File: config.mk
export PLATFORM = sky130hd
export DESIGN_NAME = clock_victim_sel
export DESIGN_NICKNAME = d
export VERILOG_FILES = /design/src/rtl/cvs_pkg.sv /design/src/rtl/cvs_refbits.sv /design/src/rtl/cvs_hand.sv /design/src/rtl/cvs_ctrl.sv /design/src/rtl/clock_victim_sel.sv
export SDC_FILE = /design/constraint.sdc
export NUM_CORES = 1
export LEC_CHECK = 0
export ABC_AREA = 1
export ABC_CLOCK_PERIOD_IN_PS = 2400
export BUFFER_PORTS_ARGS = -buffer_cell sky130_fd_sc_hd__buf_2
export CORE_ASPECT_RATIO = 0.7
export CORE_MARGIN = 2
export CORE_UTILIZATION = 60
export CTS_BUF_LIST = sky130_fd_sc_hd__clkbuf_4 sky130_fd_sc_hd__clkbuf_8
export CTS_CLUSTER_SIZE = 24
export DETAILED_ROUTE_END_ITERATION = 8
export PLACE_DENSITY = 0.87
export SLEW_MARGIN = 20
export SYNTH_ARGS = -nofsm -noshare
export SYNTH_HDL_FRONTEND = slang
export SYNTH_SLANG_ARGS = --single-unit
File: constraint.sdc
create_clock -name clk -period 2.4 [get_ports clk]
set_clock_uncertainty 0.15 [all_clocks]
set_input_delay 0.24 -clock clk [delete_from_list [all_inputs] [get_ports clk]]
set_output_delay 0.24 -clock clk [all_outputs]
set_load 0.01 [all_outputs]
File: src/rtl/cvs_pkg.sv
// Package: shared types for the clock victim selector.
// Assumes: nothing beyond IEEE 1800-2017.
package cvs_pkg;
    typedef enum logic {
        SEL_IDLE = 1'b0,
        SEL_SCAN = 1'b1
    } sel_state_e;
endpackage

File: src/rtl/cvs_refbits.sv
// Module: cvs_refbits
// Holds one "recently used" flag per frame.
// A reference or a victim mark raises a flag, and a walk clearing
// the hand frame drops it. Raising wins over clearing.
// Assumes: set_hot and hand_hot are at most one-hot.
module cvs_refbits #(
    parameter int NUM_FRAMES = 8
) (
    input  logic                  clk,
    input  logic                  rst_n,
    input  logic [NUM_FRAMES-1:0] set_hot,
    input  logic [NUM_FRAMES-1:0] hand_hot,
    input  logic                  clr_en,
    input  logic                  mark_en,
    output logic [NUM_FRAMES-1:0] used
);
    for (genvar i = 0; i < NUM_FRAMES; i++) begin : g_frame
        // Per-frame flag update: set has priority over clear.
        always_ff @(posedge clk) begin
            if (!rst_n) begin
                used[i] <= 1'b0;
            end else if (set_hot[i] || (mark_en && hand_hot[i])) begin
                used[i] <= 1'b1;
            end else if (clr_en && hand_hot[i]) begin
                used[i] <= 1'b0;
            end
        end
    end
endmodule

File: src/rtl/cvs_hand.sv
// Module: cvs_hand
// Circular hand index over the frames. It advances by one when
// asked and wraps from the last frame to frame 0.
// Assumes: NUM_FRAMES >= 2.
module cvs_hand #(
    parameter int NUM_FRAMES = 8,
    localparam int IDX_W = $clog2(NUM_FRAMES)
) (
    input  logic             clk,
    input  logic             rst_n,
    input  logic             advance,
    output logic [IDX_W-1:0] hand
);
    localparam logic [IDX_W-1:0] LAST = IDX_W'(NUM_FRAMES - 1);

    // Hand register: step with wrap.
    always_ff @(posedge clk) begin
        if (!rst_n) begin
            hand <= '0;
        end else if (advance) begin
            hand <= (hand == LAST) ? '0 : hand + 1'b1;
        end
    end
endmodule

File: src/rtl/cvs_ctrl.sv
// Module: cvs_ctrl
// Walk controller. It accepts a request when idle, then examines
// the hand frame once per cycle. A raised flag is cleared and the
// walk moves on. A clear flag ends the walk: the frame is marked,
// latched as the victim and granted for one cycle.
// Assumes: the flag of the hand frame is presented on hand_used.
module cvs_ctrl
    import cvs_pkg::*;
#(
    parameter int NUM_FRAMES = 8,
    localparam int IDX_W = $clog2(NUM_FRAMES)
) (
    input  logic             clk,
    input  logic             rst_n,
    input  logic             repl_req,
    input  logic             hand_used,
    input  logic [IDX_W-1:0] hand,
    output logic             advance,
    output logic             clr_en,
    output logic             mark_en,
    output logic             busy,
    output logic             grant,
    output logic [IDX_W-1:0] victim
);
    sel_state_e state;
    logic       examine;

    // Decode the current step of the walk.
    always_comb begin
        examine = (state == SEL_SCAN);
        advance = examine;
        clr_en  = examine && hand_used;
        mark_en = examine && !hand_used;
        busy    = examine;
    end

    // State, grant pulse and victim latch.
    always_ff @(posedge clk) begin
        if (!rst_n) begin
            state  <= SEL_IDLE;
            grant  <= 1'b0;
            victim <= '0;
        end else begin
            grant <= 1'b0;
            case (state)
                SEL_IDLE: if (repl_req) state <= SEL_SCAN;
                SEL_SCAN: begin
                    if (!hand_used) begin
                        grant  <= 1'b1;
                        victim <= hand;
                        state  <= SEL_IDLE;
                    end
                end
                default: state <= SEL_IDLE;
            endcase
        end
    end
endmodule

File: src/rtl/clock_victim_sel.sv
// Module: clock_victim_sel (top)
// Second-chance victim selection over NUM_FRAMES frames. It wires
// the flag array, the hand and the walk controller, and decodes
// the reference and hand indices to one-hot.
// Assumes: references to indices >= NUM_FRAMES are dropped.
module clock_victim_sel #(
    parameter int NUM_FRAMES = 8,
    localparam int IDX_W = $clog2(NUM_FRAMES)
) (
    input  logic             clk,
    input  logic             rst_n,
    input  logic             ref_valid,
    input  logic [IDX_W-1:0] ref_frame,
    input  logic             repl_req,
    output logic             repl_busy,
    output logic             repl_grant,
    output logic [IDX_W-1:0] victim_frame
);
    logic [NUM_FRAMES-1:0] frame_used;
    logic [NUM_FRAMES-1:0] ref_hot;
    logic [NUM_FRAMES-1:0] hand_hot;
    logic [IDX_W-1:0]      hand_idx;
    logic                  hand_used;
    logic                  advance;
    logic                  clr_en;
    logic                  mark_en;

    for (genvar i = 0; i < NUM_FRAMES; i++) begin : g_dec
        assign ref_hot[i]  = ref_valid && (ref_frame == IDX_W'(i));
        assign hand_hot[i] = (hand_idx == IDX_W'(i));
    end

    assign hand_used = |(frame_used & hand_hot);

    cvs_refbits #(.NUM_FRAMES(NUM_FRAMES)) u_bits (
        .clk      (clk),
        .rst_n    (rst_n),
        .set_hot  (ref_hot),
        .hand_hot (hand_hot),
        .clr_en   (clr_en),
        .mark_en  (mark_en),
        .used     (frame_used)
    );

    cvs_hand #(.NUM_FRAMES(NUM_FRAMES)) u_hand (
        .clk     (clk),
        .rst_n   (rst_n),
        .advance (advance),
        .hand    (hand_idx)
    );

    cvs_ctrl #(.NUM_FRAMES(NUM_FRAMES)) u_ctrl (
        .clk       (clk),
        .rst_n     (rst_n),
        .repl_req  (repl_req),
        .hand_used (hand_used),
        .hand      (hand_idx),
        .advance   (advance),
        .clr_en    (clr_en),
        .mark_en   (mark_en),
        .busy      (repl_busy),
        .grant     (repl_grant),
        .victim    (victim_frame)
    );
endmodule

Yosys cells after proc, flatten, opt, wreduce, memory -nomap -nowiden --
Cells that the tools add are included.
Word-level totals: register bits 16, bits of input ports 7
Operators by class: add/subtract/negate cells 1, equality and inequality tests 14, mux-type cells 21, bitwise logic cells 3, reduce and logical (&&, ||, !) cells 48
Operators by type and width (number):
- $logic_and 1x1->1 | 26
- $eq 3x3->1 const B | 8
- $mux 1 | 19
- $reduce_bool 2->1 | 8
- $eq 3x2->1 const B | 4
- $and 8x8->8 | 1
- $logic_or 1x1->1 | 8
- $reduce_or 8->1 | 1
- $eq 3x1->1 const B | 2
- $logic_not 3->1 | 2
- $reduce_and 2->1 | 2
- $add 3x1->3 const B | 1
- $mux 3 | 1
- $not 1->1 | 2
- $pmux 1 s2 | 1
- $logic_not 1->1 | 1

Logic depth before layout (Yosys ltp) --
depth after elaboration 8, gate-level depth with buffers 10

Cells and area by module --
A second synthesis with hierarchy kept.
Second synthesis, totals: cell total of the unflattened synthesis 133, area, all modules 904.6 um^2
Modules (own cells, without submodules):
- cvs_refbits | instances 1, cells an instance 43, area an instance 320.3 um^2, seq. area each 160.2 um^2
- clock_victim_sel | instances 1, cells an instance 47, area an instance 250.2 um^2, seq. area each 0.0 um^2
- cvs_ctrl | instances 1, cells an instance 25, area an instance 195.2 um^2, seq. area each 100.1 um^2
- cvs_hand | instances 1, cells an instance 18, area an instance 138.9 um^2, seq. area each 60.1 um^2

Worst setup path after synthesis --
No wires, ideal clock.
kind flip-flop to flip-flop, from register u_hand.hand[0], to register u_ctrl.victim[0], arrival 1.494 ns, setup slack 0.644 ns, stages on the path, launching flop included 11, buffers on the path 0, period minus slack after synthesis 1.756 ns, cell sequence dfxtp_1 -> ha_1 -> ha_1 -> nand2_1 -> nand2_1 -> nor2_8 -> nand3_4 -> nand2_1 -> inv_2 -> nand2_1 -> nand2_1
On the way: word-level cells in the longest chain between the ends 5, elaborated cells on any way between the ends 12, those cells by class eq/ne (7); bitwise (2); reduce/logical (3)
RTL lines:
- from (decl) | line cvs_hand.sv:12 | output logic [IDX_W-1:0] hand
- from (signal assigned) | line cvs_hand.sv:21 | hand <= (hand == LAST) ? '0 : hand + 1'b1;
- $eq 3x1->1 (tied with other cells) | line clock_victim_sel.sv:30 | assign hand_hot[i] = (hand_idx == IDX_W'(i));
- $and 8x8->8 | line clock_victim_sel.sv:33 | assign hand_used = |(frame_used & hand_hot);
- $reduce_or 8->1 | line clock_victim_sel.sv:33
- $not 1->1 (no line)
- $reduce_and 2->1 (no line)
- to (signal assigned) | line cvs_ctrl.sv:50 | victim <= hand;
- to (decl) | line cvs_ctrl.sv:23 | output logic [IDX_W-1:0] victim
Parallel ways exist; a longest one is shown, timed or not. A chain may end at the register's enable or synchronous reset.

Final worst setup path --
from register u_hand.hand[0], to register u_ctrl.victim[2]
On the way: word-level cells in the longest chain between the ends 5, elaborated cells on any way between the ends 12, those cells by class eq/ne (7); bitwise (2); reduce/logical (3)
RTL lines (line):
- $eq 3x1->1 (tied with other cells) | clock_victim_sel.sv:30
- $and 8x8->8 * | clock_victim_sel.sv:33
- $reduce_or 8->1 * | clock_victim_sel.sv:33
- $not 1->1 (no line) *
- $reduce_and 2->1 (no line) *
Every way passes the cells marked *; elsewhere a longest branch is shown, timed or not.

==> impl_metrics.toml <==
[global_routing]
use_met1_pct = 29.2
grt_pass1_wl_um = 3670
grt_max_degree = 26
grt_use_met2_pct = 36.3
use_met3_pct = 6.13
grt_overflow = 0
grt-busiest-layer = "met2"
grt_pass1_vias = 807
antenna_found_initial = 0
grt_usage_pct = 21.8

[timing]
slew_headroom_pct = 61.2
tns_ns = 0
finalCriticalPeriod_ns = 1.91
finalSetupViolCount = 0
finalMaxSlewViolations = 0
fmax_ghz = 0.523
min_period_over_period_pct = 79.7
tightest_slew_ns = 0.582
timing_hold_violations_final = 0
rsz0062_at_grt = "no"

[clock_tree]
cts_max_path_buffers = 2
path_clk_slew_ns = 0.09
cts_setup_buffers = 0
cts_buffers = 3
cts_tree = "yes"
cts_num_sinks = 16
root_buffer = "clkbuf_4"
cts_htree_levels = 1
insertion_delay_ns = 0.29

[worst_setup_path]
crit_type = "reg -> reg"
cp-startpoint = "u_hand.hand[0]"
worstPathMaxFanout = 10
critPathLaunchType = "flop"
worst_ep_required_time_ns = 2.44
endpoint_kind = "flop"
r2r_cells = 10
worstReg2RegEnd = "u_ctrl.victim[2]"
reg2reg_slack_ns = 0.49
cpPeakStageDelay_ns = 0.36
worstPathCellList = "ha_1 > ha_1 > nand2_1 > nand2_1 > nor2_8 > nand3_4 > nand2_1 > inv_2 > nand2_1 > nand2_1"
cp-endpoint = "u_ctrl.victim[2]"
r2r-start = "u_hand.hand[0]"
cp_slowest_cell = "dfxtp_1"
cp.arrival_ns = 1.95
cpMostUsedCell = "nand2_1"

[power_and_ir_drop]
pwr-share-clk_pct = 23.9
p_seq_share_pct = 49.4
power_density_mw_per_mm2 = 486
power.internal_mw = 0.394
p_leak_nw = 0.576
power_mw = 0.597
netSwitchingFraction_pct = 34.0
switchingPower_mw = 0.203
comb_power_share_pct = 26.7
ir_drop_v = 0.000267

[status]
status = "completed"

[logic_synthesis]
synth_xor_area_share_pct = 0
yosys_warnings = 0
yosys.area.top_type_share_pct = 28.5
synth-seq-cells = 16
ys_seq_area_share_pct = 28.5
syn_inst = 147
synth_area_mm2 = 0.00112
netlist_top_cells_area = "dfxtp_1, nand2_1, nand3_2"
synthAdderAreaFrac_pct = 6.67
yosysTopAreaCell = "dfxtp_1"
synth_top_family_by_area = "simple AND/OR/NAND/NOR gates"
synthDistinctLibCells = 25
synth_compound_area_share_pct = 9.45
avgSynthCellArea_um2 = 7.65
syn_nets = 160
yosys.area_share.simple_pct = 44.3
muxShareOfSynthArea_pct = 0

[routing]
wl_per_cell_um = 12.5
via_count = 982
ant_nets = 0
drt_iter0_markers = 53
dr.pass1.iters = 4
viasPerCell = 5.40
drc = 0
drt_wl_total_um = 2270

[die]
core_region_area_mm2 = 0.00181
rows = 13
start_util_pct = 62.3
pin_count = 12
chipWidth_um = 55.8
die_area_mm2 = 0.00224
die_h_um = 40.2

[final_layout]
fin_nets = 175
nFillCells = 138
area_growth_pct = 9.12
final_cell_mix = "nand2_1, inv_1, dfxtp_1"
drive_above_1_share_pct = 32.5
num_antenna_cells = 0
final_common_cell = "nand2_1"

[place]
dpl.hpwl_um = 1740
io_buffers = 11
place_congestion = 0.852

[run]
drv_cap = 0

[worst_hold_path]
hp-class = "in -> reg"
cell type report:
class / count / area [µm²] / area share, %
well taps: 22 / 27.5 / 2.24
clock buffers: 3 / 22.5 / 1.83
flip-flops and latches: 16 / 320 / 26.1
multi-input cells: 101 / 679 / 55.4
inverters: 26 / 97.6 / 7.95
repair buffers: 14 / 80.1 / 6.52
through the flow:
stage	instances	util [%]	hold WS [ns]	worst slack (ns)	area [µm²]
2_1_floorplan	147	-	0.182	0.644	1120
3_3_place_gp	178	66.2	0.276	0.595	1190
3_5_place_dp	178	66.2	0.279	0.501	1190
4_1_cts	182	68.0	0.0550	0.480	1230
5_1_grt	182	68.0	0.0825	0.361	1230
6_report	182	68.0	0.0604	0.486	1230
cells in the mapped netlist (all sizes together):
library cell	count
dfxtp	16
buf	4
a211oi	1
nand4	8
or2	1
ha	6
nand3	16
nor2	10
o21ai	2
nand2	46
a21oi	11
inv	26
state kept, by name, summed over array words and instances, names as in the netlist:
register / count
u_bits.used: 8
u_ctrl.victim: 3
u_hand.hand: 3
u_ctrl.advance: 1
u_ctrl.grant: 1
worst min path at each step:
stage,end,startpoint,cells past startpoint,slack (ns)
2_1_floorplan,u_ctrl.advance,repl_req,2,0.18
3_3_place_gp,u_ctrl.victim[0],u_ctrl.victim[0],2,0.28
3_5_place_dp,u_ctrl.victim[1],u_ctrl.victim[1],2,0.28
4_1_cts,u_hand.hand[2],rst_n,3,0.05
5_1_grt,u_hand.hand[2],rst_n,3,0.08
6_report,u_hand.hand[2],rst_n,3,0.06
worst max-delay path, delay by kind of cell, from the launching register on:
family	cells	cell delay (ns)
simple gates	7	0.77
buf+inv	1	0.06
flops	1	0.36
fa+ha+maj	2	0.48
timing repair:
action                                  in CTS  in global routing
gates resized for setup                      0                  0
endpoints found under the setup margin       0                  0
endpoints found under the hold margin        1                  0
hold buffers                                 1                  0
routing by layer:
metal  vias to the layer above  share of wire [%]
met5                         -                  0
met4                         0               0.44
met3                         2                7.1
met2                        30                 46
met1                       453                 47
li1                        497                  -
power by group through the flow:
stage,clock [mW],sequential (mW),combinational (mW)
after global routing,0.155,0.297,0.174
after global placement,0,0.300,0.150
after detailed placement,0,0.301,0.155
after floorplan,0,0.304,0.118
final,0.142,0.295,0.159
after CTS,0.145,0.295,0.158
kinds of logic (layout without fill, tap and decap cells):
logic type	Yosys count	count (layout)
AOI/OAI and AO/OA	14	14
adders and majority gates	6	6
buffers and inverters	30	43
DFF	16	16
and+or+nand+nor	81	81
No activity file was read; power rests on OpenSTA's default activity.
